--- config.mk ---
export PLATFORM = sky130hd
export DESIGN_NAME = sec_erase_seq
export DESIGN_NICKNAME = d
export VERILOG_FILES = /design/src/rtl/seq_pkg.sv /design/src/rtl/cmd_decode.sv /design/src/rtl/win_timer.sv /design/src/rtl/erase_engine.sv /design/src/rtl/status_rd.sv /design/src/rtl/sec_erase_seq.sv
export SDC_FILE = /design/constraint.sdc
export NUM_CORES = 1
export LEC_CHECK = 0
export BUFFER_PORTS_ARGS = -buffer_cell sky130_fd_sc_hd__buf_4
export CAP_MARGIN = 10
export CELL_PAD_IN_SITES_DETAIL_PLACEMENT = 0
export CELL_PAD_IN_SITES_GLOBAL_PLACEMENT = 1
export CORE_MARGIN = 8
export CORE_UTILIZATION = 47
export CTS_BUF_LIST = sky130_fd_sc_hd__clkbuf_4
export CTS_CLUSTER_DIAMETER = 60
export DETAILED_ROUTE_END_ITERATION = 6
export MAX_ROUTING_LAYER = met4
export PLACE_DENSITY_LB_ADDON = 0.08
export SLEW_MARGIN = 5
export SYNTH_ARGS = -nofsm -noshare
export SYNTH_HDL_FRONTEND = slang
export SYNTH_SLANG_ARGS = --single-unit
--- constraint.sdc ---
create_clock -name clk -period 2.6 [get_ports clk]
set_input_delay 0.26 -clock clk [delete_from_list [all_inputs] [get_ports clk]]
set_output_delay 0.26 -clock clk [all_outputs]
set_load 0.005 [all_outputs]
--- src/rtl/seq_pkg.sv ---
`timescale 1ns/1ps
package seq_pkg;
  typedef enum logic [3:0] {
    ST_READ, ST_C1, ST_C2, ST_C3, ST_C4, ST_C5,
    ST_WIN, ST_ERASE, ST_SUSP, ST_CHIP
  } seq_st_t;

  localparam logic [7:0] CMD_KEY_A = 8'hAA;
  localparam logic [7:0] CMD_KEY_B = 8'h55;
  localparam logic [7:0] CMD_SETUP = 8'h80;
  localparam logic [7:0] CMD_SECT  = 8'h30;
  localparam logic [7:0] CMD_CHIP  = 8'h10;
  localparam logic [7:0] CMD_SUSP  = 8'hB0;

  localparam logic [10:0] ADR_HI = 11'h555;
  localparam logic [10:0] ADR_LO = 11'h2AA;
endpackage

--- src/rtl/cmd_decode.sv ---
`timescale 1ns/1ps
module cmd_decode #(
  parameter int ADDR_W = 16,
  parameter int DATA_W = 8
) (
  input  logic              clk,
  input  logic              rst_n,
  input  logic              wr_n,
  input  logic [ADDR_W-1:0] addr,
  input  logic [DATA_W-1:0] wdata,
  output logic              ev_v,
  output logic [ADDR_W-1:0] ev_a,
  output logic [DATA_W-1:0] ev_d,
  output logic              fall_p,
  output logic              held
);
  logic              wr_q;
  logic [ADDR_W-1:0] a_cap;
  logic              fall_now;
  logic              rise_now;

  assign fall_now = wr_q & ~wr_n;
  assign rise_now = ~wr_q & wr_n;

  always_ff @(posedge clk or negedge rst_n) begin
    if (!rst_n) begin
      wr_q   <= 1'b1;
      a_cap  <= '0;
      ev_v   <= 1'b0;
      ev_a   <= '0;
      ev_d   <= '0;
      fall_p <= 1'b0;
      held   <= 1'b0;
    end else begin
      wr_q   <= wr_n;
      fall_p <= fall_now;
      ev_v   <= rise_now;
      if (fall_now) begin
        a_cap <= addr;
        held  <= 1'b1;
      end
      if (rise_now) begin
        ev_a <= a_cap;
        ev_d <= wdata;
        held <= 1'b0;
      end
    end
  end
endmodule

--- src/rtl/win_timer.sv ---
`timescale 1ns/1ps
module win_timer #(
  parameter int WIN_CYC = 16000
) (
  input  logic clk,
  input  logic rst_n,
  input  logic restart,
  input  logic run,
  output logic expire
);
  localparam int CNT_W = $clog2(WIN_CYC + 1);
  localparam logic [CNT_W-1:0] LAST = CNT_W'(WIN_CYC - 1);

  logic [CNT_W-1:0] cnt;

  assign expire = run && !restart && (cnt == LAST);

  always_ff @(posedge clk or negedge rst_n) begin
    if (!rst_n) begin
      cnt <= '0;
    end else if (restart) begin
      cnt <= '0;
    end else if (run && cnt != LAST) begin
      cnt <= cnt + 1'b1;
    end
  end
endmodule

--- src/rtl/erase_engine.sv ---
`timescale 1ns/1ps
module erase_engine #(
  parameter int NSEC      = 16,
  parameter int ERASE_CYC = 1000,
  localparam int IDX_W    = $clog2(NSEC)
) (
  input  logic             clk,
  input  logic             rst_n,
  input  logic             clr,
  input  logic             add_v,
  input  logic [IDX_W-1:0] add_idx,
  input  logic             add_all,
  input  logic             run,
  input  logic [NSEC-1:0]  prot,
  output logic [NSEC-1:0]  sel,
  output logic [NSEC-1:0]  erased,
  output logic             done
);
  localparam int CNT_W = $clog2(ERASE_CYC + 1);
  localparam logic [CNT_W-1:0] LAST = CNT_W'(ERASE_CYC - 1);

  logic [NSEC-1:0]  work;
  logic [IDX_W-1:0] idx;
  logic [CNT_W-1:0] cnt;
  logic [NSEC-1:0]  add_bit;

  assign work    = sel & ~prot;
  assign done    = (work == '0);
  assign add_bit = {{(NSEC-1){1'b0}}, 1'b1} << add_idx;

  always_comb begin
    idx = '0;
    for (int i = NSEC - 1; i >= 0; i--) begin
      if (work[i]) idx = IDX_W'(i);
    end
  end

  always_ff @(posedge clk or negedge rst_n) begin
    if (!rst_n) begin
      sel    <= '0;
      erased <= '0;
      cnt    <= '0;
    end else if (clr) begin
      erased <= '0;
      cnt    <= '0;
      if (add_all)    sel <= '1;
      else if (add_v) sel <= add_bit;
      else            sel <= '0;
    end else begin
      if (add_v) sel <= sel | add_bit;
      if (run && !done) begin
        if (cnt == LAST) begin
          erased[idx] <= 1'b1;
          sel[idx]    <= 1'b0;
          cnt         <= '0;
        end else begin
          cnt <= cnt + 1'b1;
        end
      end
    end
  end
endmodule

--- src/rtl/status_rd.sv ---
`timescale 1ns/1ps
module status_rd #(
  parameter int NSEC   = 16,
  localparam int IDX_W = $clog2(NSEC)
) (
  input  logic             clk,
  input  logic             rst_n,
  input  logic             rd_en,
  input  logic [IDX_W-1:0] rd_sec,
  input  logic             busy,
  input  logic [NSEC-1:0]  erased,
  output logic [7:0]       rd_data
);
  logic tog;

  always_ff @(posedge clk or negedge rst_n) begin
    if (!rst_n) begin
      tog     <= 1'b0;
      rd_data <= '0;
    end else if (rd_en) begin
      if (busy) begin
        rd_data <= {1'b0, ~tog, 6'b0};
        tog     <= ~tog;
      end else begin
        rd_data <= erased[rd_sec] ? 8'hFF : 8'h00;
      end
    end
  end
endmodule

--- src/rtl/sec_erase_seq.sv ---
`timescale 1ns/1ps
module sec_erase_seq
  import seq_pkg::*;
#(
  parameter int NSEC      = 16,
  parameter int ADDR_W    = 16,
  parameter int WIN_CYC   = 16000,
  parameter int ERASE_CYC = 1000
) (
  input  logic              clk,
  input  logic              rst_n,
  input  logic              wr_n,
  input  logic [ADDR_W-1:0] addr,
  input  logic [7:0]        wdata,
  input  logic              rd_en,
  input  logic [ADDR_W-1:0] rd_addr,
  input  logic [NSEC-1:0]   prot_mask,
  output logic              ready,
  output logic [7:0]        rd_data,
  output logic [NSEC-1:0]   erased
);
  localparam int IDX_W = $clog2(NSEC);
  localparam int LOW_W = ADDR_W - IDX_W;

  seq_st_t           st, st_n;
  logic              ev_v, fall_p, held;
  logic [ADDR_W-1:0] ev_a;
  logic [7:0]        ev_d;
  logic              expire, tmr_rst, tmr_run;
  logic              clr, add_v, add_all, run, done;
  logic [NSEC-1:0]   sel;

  function automatic logic hit(input logic [ADDR_W-1:0] a, input logic [10:0] ea,
                               input logic [7:0] d, input logic [7:0] ed);
    return (a[LOW_W-1:0] == LOW_W'(ea)) && (d == ed);
  endfunction

  cmd_decode #(.ADDR_W(ADDR_W), .DATA_W(8)) dec_i (
    .clk(clk), .rst_n(rst_n), .wr_n(wr_n), .addr(addr), .wdata(wdata),
    .ev_v(ev_v), .ev_a(ev_a), .ev_d(ev_d), .fall_p(fall_p), .held(held)
  );

  assign tmr_run = (st == ST_WIN) && !held;

  win_timer #(.WIN_CYC(WIN_CYC)) tmr_i (
    .clk(clk), .rst_n(rst_n), .restart(tmr_rst), .run(tmr_run), .expire(expire)
  );

  assign run = (st == ST_ERASE) || (st == ST_CHIP);

  erase_engine #(.NSEC(NSEC), .ERASE_CYC(ERASE_CYC)) eng_i (
    .clk(clk), .rst_n(rst_n), .clr(clr), .add_v(add_v),
    .add_idx(ev_a[ADDR_W-1 -: IDX_W]), .add_all(add_all), .run(run),
    .prot(prot_mask), .sel(sel), .erased(erased), .done(done)
  );

  assign ready = !((st == ST_WIN) || (st == ST_ERASE) || (st == ST_CHIP));

  status_rd #(.NSEC(NSEC)) rd_i (
    .clk(clk), .rst_n(rst_n), .rd_en(rd_en), .rd_sec(rd_addr[ADDR_W-1 -: IDX_W]),
    .busy(!ready), .erased(erased), .rd_data(rd_data)
  );

  always_comb begin
    st_n    = st;
    clr     = 1'b0;
    add_v   = 1'b0;
    add_all = 1'b0;
    tmr_rst = fall_p;
    case (st)
      ST_READ: if (ev_v && hit(ev_a, ADR_HI, ev_d, CMD_KEY_A)) st_n = ST_C1;
      ST_C1:   if (ev_v) st_n = hit(ev_a, ADR_LO, ev_d, CMD_KEY_B) ? ST_C2 : ST_READ;
      ST_C2:   if (ev_v) st_n = hit(ev_a, ADR_HI, ev_d, CMD_SETUP) ? ST_C3 : ST_READ;
      ST_C3:   if (ev_v) st_n = hit(ev_a, ADR_HI, ev_d, CMD_KEY_A) ? ST_C4 : ST_READ;
      ST_C4:   if (ev_v) st_n = hit(ev_a, ADR_LO, ev_d, CMD_KEY_B) ? ST_C5 : ST_READ;
      ST_C5: begin
        if (ev_v) begin
          if (ev_d == CMD_SECT) begin
            st_n    = ST_WIN;
            clr     = 1'b1;
            add_v   = 1'b1;
            tmr_rst = 1'b1;
          end else if (hit(ev_a, ADR_HI, ev_d, CMD_CHIP)) begin
            st_n    = ST_CHIP;
            clr     = 1'b1;
            add_all = 1'b1;
          end else begin
            st_n = ST_READ;
          end
        end
      end
      ST_WIN: begin
        if (ev_v) begin
          if (ev_d == CMD_SECT) begin
            add_v   = 1'b1;
            tmr_rst = 1'b1;
          end else if (ev_d == CMD_SUSP) begin
            st_n = ST_SUSP;
          end else begin
            st_n = ST_READ;
            clr  = 1'b1;
          end
        end else if (expire) begin
          st_n = ST_ERASE;
        end
      end
      ST_ERASE: begin
        if (ev_v && ev_d == CMD_SUSP) st_n = ST_SUSP;
        else if (done)                st_n = ST_READ;
      end
      ST_SUSP: if (ev_v && ev_d == CMD_SECT) st_n = ST_ERASE;
      ST_CHIP: if (done) st_n = ST_READ;
      default: st_n = ST_READ;
    endcase
  end

  always_ff @(posedge clk or negedge rst_n) begin
    if (!rst_n) st <= ST_READ;
    else        st <= st_n;
  end
endmodule

==> summary.md <==
| Metric | Value |
|---|---|
| Iter 0 DRT Violations | 396 |
| RSZ-0062 raised after global routing | no |
| Clock Latency Late Sink | 0.47 ns |
| Core Area | 11,520 um^2 |
| R2R depth | 7 |
| Leakage | 2.914 nW |
| Crit path largest cell delay | 0.43 ns |
| Post-CTS Resized | 0 |
| Synth-to-layout area growth | 20.37% |
| Layout cells sized above 1 | 28.20% |
| Setup slack after layout | 0.1869 ns |
| Pre-CTS setup slack | 0.2310 ns |
| CTS clk-pin slew, worst paths | 0.16 ns |
| Worst flop-to-flop path endpoint | st[1]$_DFFE_PN0P_ |
| Num CTS Buffers | 9 |
| DRT antenna net count | 0 |
| FP Rows | 39 |
| Worst min-delay path category | in -> reg |
| Net count, final | 676 |
| Proportion of synthesized chip area in sequential cells | 48.08% |
| Die width | 124.9 um |
| Max transition margin | 48.08% |
| Flops & latches, synth | 107 |
| Clock sinks | 107 |
| Max IR drop VDD | 434.0 uV |
| Total wire length | 13.22 mm |
| Highest Clock Rate | 414.4 MHz |
| Crit-path slowest cell | dfrtp_1 |
| Synth warn | 0 |
| Commonest non-fill, non-tap cells in the layout | dfrtp_1, buf_4, nor2_1, mux2_2, dlygate4sd3_1 |
| CTS max path bufs | 2 |
| GR Util All Layers | 18.24% |
| FFs w/ async S/R, synth | 100.0% |
| Period utilization | 92.81% |
| Post-synth EDFFs | 0 |
| FF/Latch Area | 2679 um^2 |
| Clock Skews | 0.01998 ns |
| TritonRoute pass-1 iters | 4 |
| Layout fillers | 1,011 |
| CP Cell Sequence | nor4bb_1 -> buf_4 -> nand4_1 -> nor3_1 -> o21ai_0 -> o2bb2ai_1 -> mux2_2 |
| PD cells | 488.9 nW/um^2 |
| RR Startpoint | dec_i.ev_a[11]$_DFFE_PN0P_ |
| Yosys top cell area share | 47.61% |
| Post-synth cell types | 78 |
| IO buf count | 72 |
| Vias in the first global route | 4,298 |
| Crit. End Element | register |
| Final GP Congestion | 0.8676 |
| Worst-margin pin slew | 0.7788 ns |
| Required @ worst endpoint | 2.97 ns |
| Largest fanout on the critical path | 5 |
| Most used flip-flop cell after synthesis | dfrtp_1 |
| Avg Inst Size Synth | 10.92 um^2 |
| Via count | 4,196 |
| CTS tree | yes |
| CP Buf/Inv Count | 1 |
| Area occupied by multi-input gates | 2731 um^2 |
| Area after DPL | 6304 um^2 |
| Final hold viol count | 0 |
| CP startpoint | dec_i.ev_a[11]$_DFFE_PN0P_ |
| Wire per inst | 17.39 um |
| CP Depth | 7 |
| Initial antenna violation count | 0 |
| Status | finished clean |
| Final Instance Area | 6706 um^2 |
| Max Slew Vio Count | 0 |
| WS Path Type | reg -> reg |
| Total Power | 0.003279 W |
| Initial Util | 48.38% |
| Hold Crit Depth | 3 |
| Min Tclk post-route | 2.413 ns |
| Clk root buf | clkbuf_4 |
| CP startpoint kind | register |
| Setup crit end | st[1]$_DFFE_PN0P_ |
| Commonest non-fill, non-tap cell in the layout | dfrtp_1 |
| Largest net degree at the start of global routing | 47 |
| Final core occ | 58.24% |
| Die Span Y | 124.9 um |
| Post-Syn Area | 5572 um^2 |
| H-tree Lvls | 3 |
| Reg2reg setup slack | 0.19 ns |
| Synth Instances | 510 |
| Final setup TNS | 0 ns |
| Top Ports | 85 |
| CP top delay family | simple AND/OR/NAND/NOR gates |
| Setup violations, final | 0 |
| First-pass GRT wire length | 22.54 mm |
| # DRC | 0 |
| Ant diodes | 0 |
| Crit path DAT | 2.78 ns |
| Cell taking the most area after synthesis | dfrtp_1 |
| Detailed Place HPWL | 9.935 mm |
| Total global routing overflow | 0 |
| DR vias/cell | 5.521 |
| Top post-synthesis cells by area | dfrtp_1, mux2_2, nor2_1, o21a_1, xor2_1 |
| Max-cap violations | 0 |
| Die Area | 15,600 um^2 |
| Syn Nets | 574 |
through the flow:
stage	instances	hold slack (ns)
final	760	0.1277
after global routing	760	0.1000
after CTS	760	0.08210
after detailed placement	717	0.3056
after global placement	717	0.3004
after floorplan	510	-0.03559
state kept, by name, summed over array words and instances (netlist names):
register / flops
dec_i.ev_v: 1
dec_i.ev_a: 16
rd_i.tog: 1
st: 4
eng_i.cnt: 10
dec_i.ev_d: 8
dec_i.held: 1
tmr_i.cnt: 14
dec_i.fall_p: 1
dec_i.wr_q: 1
eng_i.erased: 16
eng_i.sel: 16
rd_i.rd_data: 2
dec_i.a_cap: 16
where the power goes:
part           leakage [nW]  switching (W)  internal [W]
logic                  1.52       0.000238      0.000280
clock network        0.0764       0.000521      0.000320
registers              1.31       0.000126       0.00179
total                  2.91       0.000885       0.00239
how the worst min path moves through the flow:
stage | from | to
global route | rd_addr[15] | rd_i.rd_data[6]$_DFFE_PN0P_
CTS | rd_addr[15] | rd_i.rd_data[6]$_DFFE_PN0P_
floorplan | rst_n | dec_i.a_cap[0]$_DFFE_PN0P_
detailed placement | rst_n | eng_i.erased[15]$_DFFE_PN0P_
finish | rd_addr[15] | rd_i.rd_data[6]$_DFFE_PN0P_
global placement | rst_n | eng_i.erased[14]$_DFFE_PN0P_
metal layers:
metal,global-route usage [%],share of wire (%),up-vias
met5,-,0,-
met4,3.510,0.51,0
met3,4.923,3.6,4
met2,28.48,49,83
met1,23.45,47,2043
li1,-,-,2066
cell usage after synthesis, drive strengths merged, types with 2 or more instances:
library cell,count
nand2b,16
nand2,21
nor3,10
nor4,5
a31oi,6
mux2i,3
a311oi,2
mux2,44
o211ai,2
a41oi,3
or3,3
dfrtp,106
nor4b,4
o21ai,14
a21oi,11
clkbuf,5
nor2b,16
nor2,74
nand3b,4
o21a,16
nor4bb,3
o22ai,2
buf,21
xnor2,3
or3b,3
a211oi,3
nor3b,4
inv,7
nand3,14
o31a,4
and4,3
and3,10
o31ai,4
mux4,4
xor2,13
nand4,8
a221oi,12
nand4b,4
ha,4
timing repair:
action	CTS	global route
endpoints found under the hold margin	70	0
hold buffers	27	0
buffers inserted	0	0
final cells by class:
cell class	count	share of cell area (%)
Inverter	7	0.3918
Clock buffer	12	1.343
Sequential cell	107	39.94
Clock inverter	4	0.6343
Tap cell	143	2.668
Timing Repair Buffer	117	14.29
Multi-Input combinational cell	370	40.73
worst min-delay path, stage by stage:
cell and delay [ns]:
buf_4 0.08, o2111ai_1 0.14, o221ai_1 0.09
logic make-up (layout without fill, tap and decap cells):
| group | Yosys count | in the layout | share of synthesized area [%] |
|---|---|---|---|
| adders and majority gates | 4 | 4 | 0.8983 |
| xor gates and xnor gates | 16 | 16 | 2.515 |
| DFF | 107 | 107 | 48.08 |
| and+or+nand+nor | 210 | 210 | 22.50 |
| muxes | 51 | 51 | 11.05 |
| buffers and inverters | 33 | 140 | 3.054 |
| AOI/OAI and AO/OA | 89 | 89 | 11.90 |
Note: power is estimated with default switching activity, not from simulation.
